## config.mk

```make
export PLATFORM = sky130hd
export DESIGN_NAME = smbh_regfile
export DESIGN_NICKNAME = d
export VERILOG_FILES = /design/src/rtl/smbh_pkg.sv /design/src/rtl/smbh_ctrl.sv /design/src/rtl/smbh_status.sv /design/src/rtl/smbh_params.sv /design/src/rtl/smbh_regfile.sv
export SDC_FILE = /design/constraint.sdc
export NUM_CORES = 1
export LEC_CHECK = 0
export BUFFER_PORTS_ARGS = -buffer_cell sky130_fd_sc_hd__buf_2
export CAP_MARGIN = 20
export CELL_PAD_IN_SITES_DETAIL_PLACEMENT = 1
export CELL_PAD_IN_SITES_GLOBAL_PLACEMENT = 1
export CORE_MARGIN = 1
export CORE_UTILIZATION = 30
export DETAILED_ROUTE_END_ITERATION = 12
export PLACE_DENSITY_LB_ADDON = 0.08
export SYNTH_ARGS = -nofsm -noshare
export SYNTH_HDL_FRONTEND = slang
export SYNTH_SLANG_ARGS = --single-unit
```

## constraint.sdc

```tcl
create_clock -name clk -period 2.1 [get_ports clk]
set_input_delay 0.42 -clock clk [delete_from_list [all_inputs] [get_ports clk]]
set_output_delay 0.42 -clock clk [all_outputs]
set_load 0.02 [all_outputs]
```

## src/rtl/smbh_pkg.sv

```systemverilog
package smbh_pkg;
  localparam logic [3:0] OFS_STAT = 4'h0;
  localparam logic [3:0] OFS_CTL  = 4'h2;
  localparam logic [3:0] OFS_CMD  = 4'h3;
  localparam logic [3:0] OFS_TGT  = 4'h4;
  localparam logic [3:0] OFS_D0   = 4'h5;
  localparam logic [3:0] OFS_D1   = 4'h6;
  localparam logic [3:0] OFS_BLK  = 4'h7;
  localparam logic [3:0] OFS_MODE = 4'hC;

  localparam int N_ERR     = 2;
  localparam int SB_BUSY   = 0;
  localparam int SB_DONE   = 1;
  localparam int SB_ERR0   = 2;
  localparam int SB_FAIL   = 4;
  localparam int SB_OWN    = 6;
  localparam int SB_BYTE   = 7;

  localparam int CB_IEN    = 0;
  localparam int CB_KILL   = 1;
  localparam int CB_PLO    = 2;
  localparam int CB_PHI    = 4;
  localparam int CB_GO     = 6;

  localparam logic [2:0] PROTO_BLOCK = 3'b101;

  typedef enum logic [1:0] {
    ESEL_D0  = 2'd0,
    ESEL_D1  = 2'd1,
    ESEL_BLK = 2'd2,
    ESEL_NA  = 2'd3
  } esel_t;
endpackage

```

## src/rtl/smbh_ctrl.sv

```systemverilog
module smbh_ctrl (
  input  logic       clk,
  input  logic       rst,
  input  logic       wr_en,
  input  logic       go_bit,
  input  logic       kill_bit,
  input  logic [2:0] proto_in,
  input  logic       ien_in,
  input  logic       end_evt,
  output logic       busy,
  output logic       start_p,
  output logic       kill_p,
  output logic       abort_evt,
  output logic [2:0] proto,
  output logic       ien
);
  logic accept;

  always_comb begin
    accept    = wr_en & ~kill_bit & ~(go_bit & busy);
    abort_evt = wr_en & kill_bit & busy;
  end

  always_ff @(posedge clk) begin
    if (rst) begin
      busy    <= 1'b0;
      start_p <= 1'b0;
      kill_p  <= 1'b0;
      proto   <= '0;
      ien     <= 1'b0;
    end else begin
      start_p <= accept & go_bit;
      kill_p  <= wr_en & kill_bit;
      if (accept) begin
        proto <= proto_in;
        ien   <= ien_in;
      end
      if ((wr_en & kill_bit) | end_evt)
        busy <= 1'b0;
      else if (accept & go_bit)
        busy <= 1'b1;
    end
  end
endmodule

```

## src/rtl/smbh_status.sv

```systemverilog
module smbh_status
  import smbh_pkg::*;
(
  input  logic             clk,
  input  logic             rst,
  input  logic             rd_hit,
  input  logic             wr_hit,
  input  logic             clr_done,
  input  logic [N_ERR-1:0] clr_err,
  input  logic             clr_fail,
  input  logic             clr_own,
  input  logic             clr_byte,
  input  logic             busy,
  input  logic             done_evt,
  input  logic [N_ERR-1:0] err_evt,
  input  logic             abort_evt,
  input  logic             byte_evt,
  output logic [7:0]       value,
  output logic             pend,
  output logic             hold
);
  logic             done_q;
  logic [N_ERR-1:0] err_q;
  logic             fail_q;
  logic             own_q;
  logic             byte_q;

  for (genvar gi = 0; gi < N_ERR; gi++) begin : g_err
    always_ff @(posedge clk) begin
      if (rst)                           err_q[gi] <= 1'b0;
      else if (err_evt[gi])              err_q[gi] <= 1'b1;
      else if (wr_hit && clr_err[gi])    err_q[gi] <= 1'b0;
    end
  end

  always_ff @(posedge clk) begin
    if (rst) begin
      done_q <= 1'b0;
      fail_q <= 1'b0;
      own_q  <= 1'b0;
      byte_q <= 1'b0;
    end else begin
      if (done_evt)                done_q <= 1'b1;
      else if (wr_hit && clr_done) done_q <= 1'b0;
      if (abort_evt)               fail_q <= 1'b1;
      else if (wr_hit && clr_fail) fail_q <= 1'b0;
      if (byte_evt)                byte_q <= 1'b1;
      else if (wr_hit && clr_byte) byte_q <= 1'b0;
      if (rd_hit && !own_q)        own_q  <= 1'b1;
      else if (wr_hit && clr_own)  own_q  <= 1'b0;
    end
  end

  always_comb begin
    value                        = '0;
    value[SB_BUSY]               = busy;
    value[SB_DONE]               = done_q;
    value[SB_ERR0 +: N_ERR]      = err_q;
    value[SB_FAIL]               = fail_q;
    value[SB_OWN]                = own_q;
    value[SB_BYTE]               = byte_q;
    pend = done_q | (|err_q) | fail_q | byte_q;
    hold = byte_q;
  end
endmodule

```

## src/rtl/smbh_params.sv

```systemverilog
module smbh_params
  import smbh_pkg::*;
#(
  parameter int DATA_W = 8,
  parameter int ADDR_W = 4
) (
  input  logic              clk,
  input  logic              rst,
  input  logic              wr_en,
  input  logic [ADDR_W-1:0] addr,
  input  logic [DATA_W-1:0] wdata,
  input  logic              eng_we,
  input  logic [1:0]        eng_sel,
  input  logic [DATA_W-1:0] eng_data,
  output logic [DATA_W-1:0] cmd,
  output logic [DATA_W-1:0] tgt,
  output logic [DATA_W-1:0] d0,
  output logic [DATA_W-1:0] d1,
  output logic [DATA_W-1:0] blk,
  output logic              mode_i2c
);
  always_ff @(posedge clk) begin
    if (rst) begin
      cmd      <= '0;
      tgt      <= '0;
      d0       <= '0;
      d1       <= '0;
      blk      <= '0;
      mode_i2c <= 1'b0;
    end else begin
      if (wr_en) begin
        if (addr == ADDR_W'(OFS_CMD))  cmd      <= wdata;
        if (addr == ADDR_W'(OFS_TGT))  tgt      <= wdata;
        if (addr == ADDR_W'(OFS_D0))   d0       <= wdata;
        if (addr == ADDR_W'(OFS_D1))   d1       <= wdata;
        if (addr == ADDR_W'(OFS_BLK))  blk      <= wdata;
        if (addr == ADDR_W'(OFS_MODE)) mode_i2c <= wdata[0];
      end
      if (eng_we) begin
        case (esel_t'(eng_sel))
          ESEL_D0:  d0  <= eng_data;
          ESEL_D1:  d1  <= eng_data;
          ESEL_BLK: blk <= eng_data;
          default:  ;
        endcase
      end
    end
  end
endmodule

```

## src/rtl/smbh_regfile.sv

```systemverilog
module smbh_regfile
  import smbh_pkg::*;
#(
  parameter int DATA_W = 8,
  parameter int ADDR_W = 4
) (
  input  logic              clk,
  input  logic              rst,
  input  logic              reg_wr,
  input  logic              reg_rd,
  input  logic [ADDR_W-1:0] reg_addr,
  input  logic [DATA_W-1:0] reg_wdata,
  output logic [DATA_W-1:0] reg_rdata,
  input  logic              eng_done,
  input  logic [1:0]        eng_err,
  input  logic              eng_byte,
  input  logic              eng_wr,
  input  logic [1:0]        eng_wr_sel,
  input  logic [DATA_W-1:0] eng_wr_data,
  output logic              eng_start,
  output logic              eng_kill,
  output logic [2:0]        eng_proto,
  output logic              eng_i2c,
  output logic [DATA_W-1:0] eng_cmd,
  output logic [DATA_W-1:0] eng_tgt,
  output logic [DATA_W-1:0] eng_d0,
  output logic [DATA_W-1:0] eng_d1,
  output logic [DATA_W-1:0] eng_blk,
  output logic              eng_hold,
  output logic              irq
);
  localparam int CTL_W = 8;

  logic             host_busy;
  logic             ctl_ien;
  logic             abort_evt;
  logic             st_pend;
  logic             mode_i2c;
  logic [7:0]       st_val;
  logic [CTL_W-1:0] ctl_val;
  logic             wr_ctl, wr_stat, rd_stat;
  logic             done_evt, byte_evt;
  logic [N_ERR-1:0] err_evt;

  always_comb begin
    wr_ctl   = reg_wr & (reg_addr == ADDR_W'(OFS_CTL));
    wr_stat  = reg_wr & (reg_addr == ADDR_W'(OFS_STAT));
    rd_stat  = reg_rd & (reg_addr == ADDR_W'(OFS_STAT));
    done_evt = eng_done & host_busy;
    err_evt  = eng_err & {N_ERR{host_busy}};
    byte_evt = eng_byte & host_busy;
    ctl_val  = '0;
    ctl_val[CB_PHI:CB_PLO] = eng_proto;
    ctl_val[CB_IEN]        = ctl_ien;
    eng_i2c  = mode_i2c & (eng_proto == PROTO_BLOCK);
  end

  smbh_ctrl u_ctrl (
    .clk       (clk),
    .rst       (rst),
    .wr_en     (wr_ctl),
    .go_bit    (reg_wdata[CB_GO]),
    .kill_bit  (reg_wdata[CB_KILL]),
    .proto_in  (reg_wdata[CB_PHI:CB_PLO]),
    .ien_in    (reg_wdata[CB_IEN]),
    .end_evt   (done_evt | (|err_evt)),
    .busy      (host_busy),
    .start_p   (eng_start),
    .kill_p    (eng_kill),
    .abort_evt (abort_evt),
    .proto     (eng_proto),
    .ien       (ctl_ien)
  );

  smbh_status u_status (
    .clk       (clk),
    .rst       (rst),
    .rd_hit    (rd_stat),
    .wr_hit    (wr_stat),
    .clr_done  (reg_wdata[SB_DONE]),
    .clr_err   (reg_wdata[SB_ERR0 +: N_ERR]),
    .clr_fail  (reg_wdata[SB_FAIL]),
    .clr_own   (reg_wdata[SB_OWN]),
    .clr_byte  (reg_wdata[SB_BYTE]),
    .busy      (host_busy),
    .done_evt  (done_evt),
    .err_evt   (err_evt),
    .abort_evt (abort_evt),
    .byte_evt  (byte_evt),
    .value     (st_val),
    .pend      (st_pend),
    .hold      (eng_hold)
  );

  smbh_params #(.DATA_W(DATA_W), .ADDR_W(ADDR_W)) u_params (
    .clk      (clk),
    .rst      (rst),
    .wr_en    (reg_wr),
    .addr     (reg_addr),
    .wdata    (reg_wdata),
    .eng_we   (eng_wr),
    .eng_sel  (eng_wr_sel),
    .eng_data (eng_wr_data),
    .cmd      (eng_cmd),
    .tgt      (eng_tgt),
    .d0       (eng_d0),
    .d1       (eng_d1),
    .blk      (eng_blk),
    .mode_i2c (mode_i2c)
  );

  always_ff @(posedge clk) begin
    if (rst) begin
      reg_rdata <= '0;
      irq       <= 1'b0;
    end else begin
      irq <= ctl_ien & st_pend;
      if (reg_rd) begin
        case (reg_addr)
          ADDR_W'(OFS_STAT): reg_rdata <= DATA_W'(st_val);
          ADDR_W'(OFS_CTL):  reg_rdata <= DATA_W'(ctl_val);
          ADDR_W'(OFS_CMD):  reg_rdata <= eng_cmd;
          ADDR_W'(OFS_TGT):  reg_rdata <= eng_tgt;
          ADDR_W'(OFS_D0):   reg_rdata <= eng_d0;
          ADDR_W'(OFS_D1):   reg_rdata <= eng_d1;
          ADDR_W'(OFS_BLK):  reg_rdata <= eng_blk;
          ADDR_W'(OFS_MODE): reg_rdata <= DATA_W'(mode_i2c);
          default:           reg_rdata <= '0;
        endcase
      end
    end
  end
endmodule

```

# --- Yosys cells after proc, flatten, opt, wreduce, memory -nomap -nowiden ---
# Index checks and enable logic that the tools add are counted.
# Widths: inputs -> output; s select.
totals:
  ff_bits: 63
  latchBits: 0
  ram_bits: 0
  rom_bits: 0
  inputBits: 31
  wordCells: 97
  n_memories: 0
op_classes:
  addsub: 0
  n_mul: 0
  div_mod_pow: 0
  n_lt_le_gt_ge: 0
  eq_ne: 10
  shift: 0
  mux: 25
  n_bitwise: 21
  n_reduce_logical: 22
ops:
  columns: ["operator", "n"]
  rows:
  - ["$mux 8", 12]
  - ["$pmux 8 s8", 1]
  - ["$eq 4x3->1 const B", 4]
  - ["$and 1x1->1", 13]
  - ["$mux 1", 12]
  - ["$reduce_bool 2->1", 6]
  - ["$eq 4x2->1 const B", 2]
  - ["$logic_and 1x1->1", 7]
  - ["$reduce_and 2->1", 3]
  - ["$reduce_or 2->1", 3]
  - ["$or 1x1->1", 5]
  - ["$eq 4x4->1 const B", 1]
  - ["$logic_not 4->1", 1]
  - ["$eq 3x3->1 const B", 1]
  - ["$and 2x2->2", 1]
  - ["$eq 2x1->1 const B", 1]
  - ["$eq 2x2->1 const B", 1]
  - ["$logic_not 2->1", 1]
  - ["$not 1->1", 2]
  - ["$logic_not 1->1", 1]

# --- Logic depth before layout (Yosys ltp) ---
logic_depth:
  ltp_word: 5
  mapped_depth: 6
  mapped_depth_nobuf: 4

# --- Cells and area by module ---
# A second synthesis with hierarchy kept.
hier_totals:
  cells_unflattened: 399
  hier_area_um2: 3439.5
by_module_without_submodules:
  columns: ["module", "instances", "cells_each", "area_per_inst_um2"]
  rows:
  - ["smbh_params", 1, 230, 1913.1]
  - ["smbh_regfile", 1, 108, 955.9]
  - ["smbh_ctrl", 1, 28, 295.3]
  - ["smbh_status", 1, 33, 275.3]

# --- Worst setup path after synthesis ---
# Ideal clock, no wire load.
synth_timing:
  kind: "input -> register"
  start: "in reg_addr[1]"
  end: "reg reg_rdata[0]"
  setup_time_ps: 129
  arrival_ps: 1492
  required_ps: 1971
  slack_ps: 479
  stages: 6
  path_buffers: 2
  path_cell_list: "buf_4 > and2_1 > buf_2 > a22o_1 > a2111oi_0 > o21ai_1"
synth_via:
  elab_chain_cells: 2
  elab_cells_between_ends: 9
  classes_between: "7 x eq/ne; 1 x mux; 1 x reduce/logical"
synth_rtl:
  columns: ["item", "line_no", "text"]
  rows:
  - ["from (decl)", "smbh_regfile.sv:11", "input logic [ADDR_W-1:0] reg_addr,"]
  - ["$eq 4x4->1, or another cell as far along", "smbh_regfile.sv:119", "case (reg_addr)"]
  - ["$pmux 8 s8 (*)", "smbh_regfile.sv:119", null]
  - ["to (signal assigned)", "smbh_regfile.sv:120", "ADDR_W'(OFS_STAT): reg_rdata <= DATA_W'(st_val);"]
  - ["to (signal assigned)", "smbh_regfile.sv:121", "ADDR_W'(OFS_CTL): reg_rdata <= DATA_W'(ctl_val);"]
  - ["to (signal assigned)", "smbh_regfile.sv:122", "ADDR_W'(OFS_CMD): reg_rdata <= eng_cmd;"]
  - ["to (decl)", "smbh_regfile.sv:13", "output logic [DATA_W-1:0] reg_rdata,"]
# Mark *: on every way between the ends. The rest lies on a longest branch, timed or not.
# A chain may end at the register's enable or synchronous reset.

# --- Worst setup path in the final report ---
layout_timing:
  start: "in reg_addr[0]"
  end: "reg reg_rdata[0]"
# The elaborated chain is that of the path after synthesis.

==> metrics <==
Synth Cell Area 0.00312 mm2; full die area 0.0108 mm2; initial core utilization 0.315; Cells after DPL roughly 560; Syn Nets roughly 380; vias post-DR ~3000; measured slew at the worst slew-check pin 0.678 ns; reg2reg path depth 3; Max IR drop VDD 0.286 mV; nets@finish 470; clock buffer depth 2; final wirelength between 10000 and 15000 um; Area growth, synth to finish 25.7%; H-tree levels 3; Min-Delay Path Class in2reg; clock skew 0.0131 ns; grt total ovfl 0; Syn. warnings 0; Initial DRC Count 76; Reg2Reg Setup Slack 0.62 ns; r2r endpoint reg_rdata[0]; Non-Filler Instances 577; fin area 0.00392 mm2; initial antenna violation count 0; Multi-input gate area about 0.0017 mm2; DRC 0; power per cell area 720 mW/mm2; hold endpoint u_status.hold; RSZ-0062 raised after global routing false; largest net degree at the start of global routing 31; Routed Antenna Nets 0; fill count ~1200; outcome complete, no violations; Synth async-reset ratio 0; syn avg cell area between 8 and 9 um2; Buffers on Ports 86; achievable frequency 0.613 GHz; clk slew on worst S/H paths 0.08 ns; All-Layer GR Usage 0.206; Sum Neg Setup Slack 0 ns; share of the synthesized area in the top cell type 0.404; Die H between 100 and 150 um; Sequential cell area 0.00126 mm2; Core Util, Final 0.396; LEAKAGE 1.63 nW; kind of critical path in2reg; Num CTS Buffers 9; clk_lat worst skew ~0.35 ns; final max-slew violation count 0; CTS tree done; crit path capture type register; final-report hold violation count 0; Max Cap Violations 0; worst r2r src u_ctrl.busy; fin crit period 1.63 ns; #FFs+latches synth 63; vias in the first global route slightly above 3000; GPL Wtd Cong 0.784; Post-synth EDFFs 0; first-pass GRT wire length between 15000 and 20000 um; post-route clock period utilization 0.777; Final Setup Violations 0; hold path startpoint eng_byte; sequential area share after synthesis 0.404; Setup Buffers After CTS 0; antenna fix cells 0; Root Buffer clkbuf_8; Max FO, Critical Path 10; CTS resizes 0; Routed wire per std cell 19.0 um; Synth Flop Type dfxtp_1; largest area contributor in the netlist dfxtp_1; die width 104 um; detailed-placement wirelength estimate 8180 um; # IOs 87; Arr. time, crit path 1.85 ns; WP data required 2.32 ns; worst setup margin 0.468 ns; placed cell area 0.00370 mm2; DRT Pass-1 Iters 4; Core Box Area 0.00991 mm2; dpl ws 0.116 ns; Post-Synthesis Cells 352; layout cells sized above 1 0.286; FP Rows 36; # hold bufs at CTS 0; via/cell ratio 5.21; largest cells by area after synthesis dfxtp_1 40%, mux2i_1 14%, nor2_1 6.4%; crit path launch type input pin; worst hold stages 3; relative slew slack 0.547; clk sink count 63; post-synth cell types 52
routing by layer:
metal	GRT usage	vias to the layer above	part of all wire
met1	0.275	1450	0.48
met5	0	-	0
met2	0.328	80	0.46
met4	0.0602	0	0.012
met3	0.0533	12	0.052
li1	-	1463	-
logic make-up (layout without fill, tap and decap cells):
kind of cell / after synthesis / in the layout / share of synthesized area
flops: 63 / 63 / 0.404
compound gates: 84 / 84 / 0.190
simple gates: 129 / 129 / 0.210
buf+inv: 32 / 124 / 0.0537
mux: 44 / 44 / 0.142
state kept, by name, indices dropped and copies added, names as in the netlist, 2 cells and up:
name,flops
u_params.d0,8
u_params.d1,8
u_status.value,2
u_ctrl.proto,3
u_params.blk,8
u_params.tgt,8
u_params.cmd,8
reg_rdata,8
layout by cell type, fill, tap and decap left out, drive strengths merged, types with 2 or more instances in the layout:
master / synthesis / routed
o21ai: 17 / 17
nand2: 27 / 27
a21oi: 10 / 10
clkbuf: 14 / 13
o2bb2ai: 2 / 2
mux2i: 43 / 43
nor4: 2 / 2
nor3: 3 / 3
a22o: 7 / 7
inv: 4 / 4
and3: 2 / 2
nor3b: 3 / 3
nand3b: 9 / 9
nand3: 11 / 11
dfxtp: 63 / 63
a21boi: 2 / 2
a211oi: 20 / 20
a311oi: 9 / 9
nor2b: 5 / 5
nor2: 54 / 54
nand2b: 3 / 3
o32ai: 3 / 3
a31oi: 2 / 2
a22oi: 4 / 4
a32oi: 2 / 2
bufinv: 0 / 2
and2: 3 / 3
buf: 14 / 104
cell type report:
| cell class | count | share of cell area |
|---|---|---|
| Inverter | 4 | 0.00383 |
| Clock buffer | 13 | 0.0405 |
| Clock inverter | 3 | 0.0166 |
| Tap cell | 133 | 0.0424 |
| Multi-Input combinational cell | 257 | 0.431 |
| Timing Repair Buffer | 104 | 0.144 |
| Sequential cell | 63 | 0.321 |
Yosys cell counts (3+ instances only):
master,n
a311oi_1,9
nand2b_1,3
dfxtp_1,63
buf_4,6
a21oi_1,10
a22oi_1,4
and2_1,3
mux2i_1,43
o21ai_0,15
inv_1,3
nand3_1,11
nor2_1,53
o32ai_1,3
a22o_1,7
a211oi_1,20
nor2b_1,5
clkbuf_1,14
nand2_1,26
buf_2,5
nand3b_1,8
power breakdown:
group | switching (mW) | internal (mW) | total [mW]
Combinational | 0.222 | 0.122 | 0.344
Sequential | 0.0327 | 1.23 | 1.26
Clock | 0.487 | 0.734 | 1.22
Total | 0.742 | 2.08 | 2.83
how the worst max path moves through the flow:
stage | depth (start not counted) | slack, ns | to | startpoint
floorplan | 6 | 0.48 | reg_rdata[0] | reg_addr[1]
detailed placement | 5 | 0.12 | reg_rdata[0] | reg_addr[0]
CTS | 5 | 0.50 | reg_rdata[0] | reg_addr[0]
finish | 5 | 0.47 | reg_rdata[0] | reg_addr[0]
global route | 6 | 0.37 | reg_rdata[6] | reg_addr[1]
global placement | 6 | 0.22 | reg_rdata[4] | reg_addr[1]
worst max-delay path, stage by stage:
cell,delay (ns)
buf_2,0.17
and2_1,0.28
a22o_1,0.27
a2111oi_0,0.60
o21ai_1,0.10
per-stage QoR:
stage | hold WS, ns | power (mW)
2_1_floorplan | 0.436 | 1.49
4_1_cts | 0.322 | 2.86
3_3_place_gp | 0.434 | 1.63
3_5_place_dp | 0.447 | 1.63
5_1_grt | 0.338 | 2.94
6_report | 0.338 | 2.83
(Power assumes the default switching activity.)
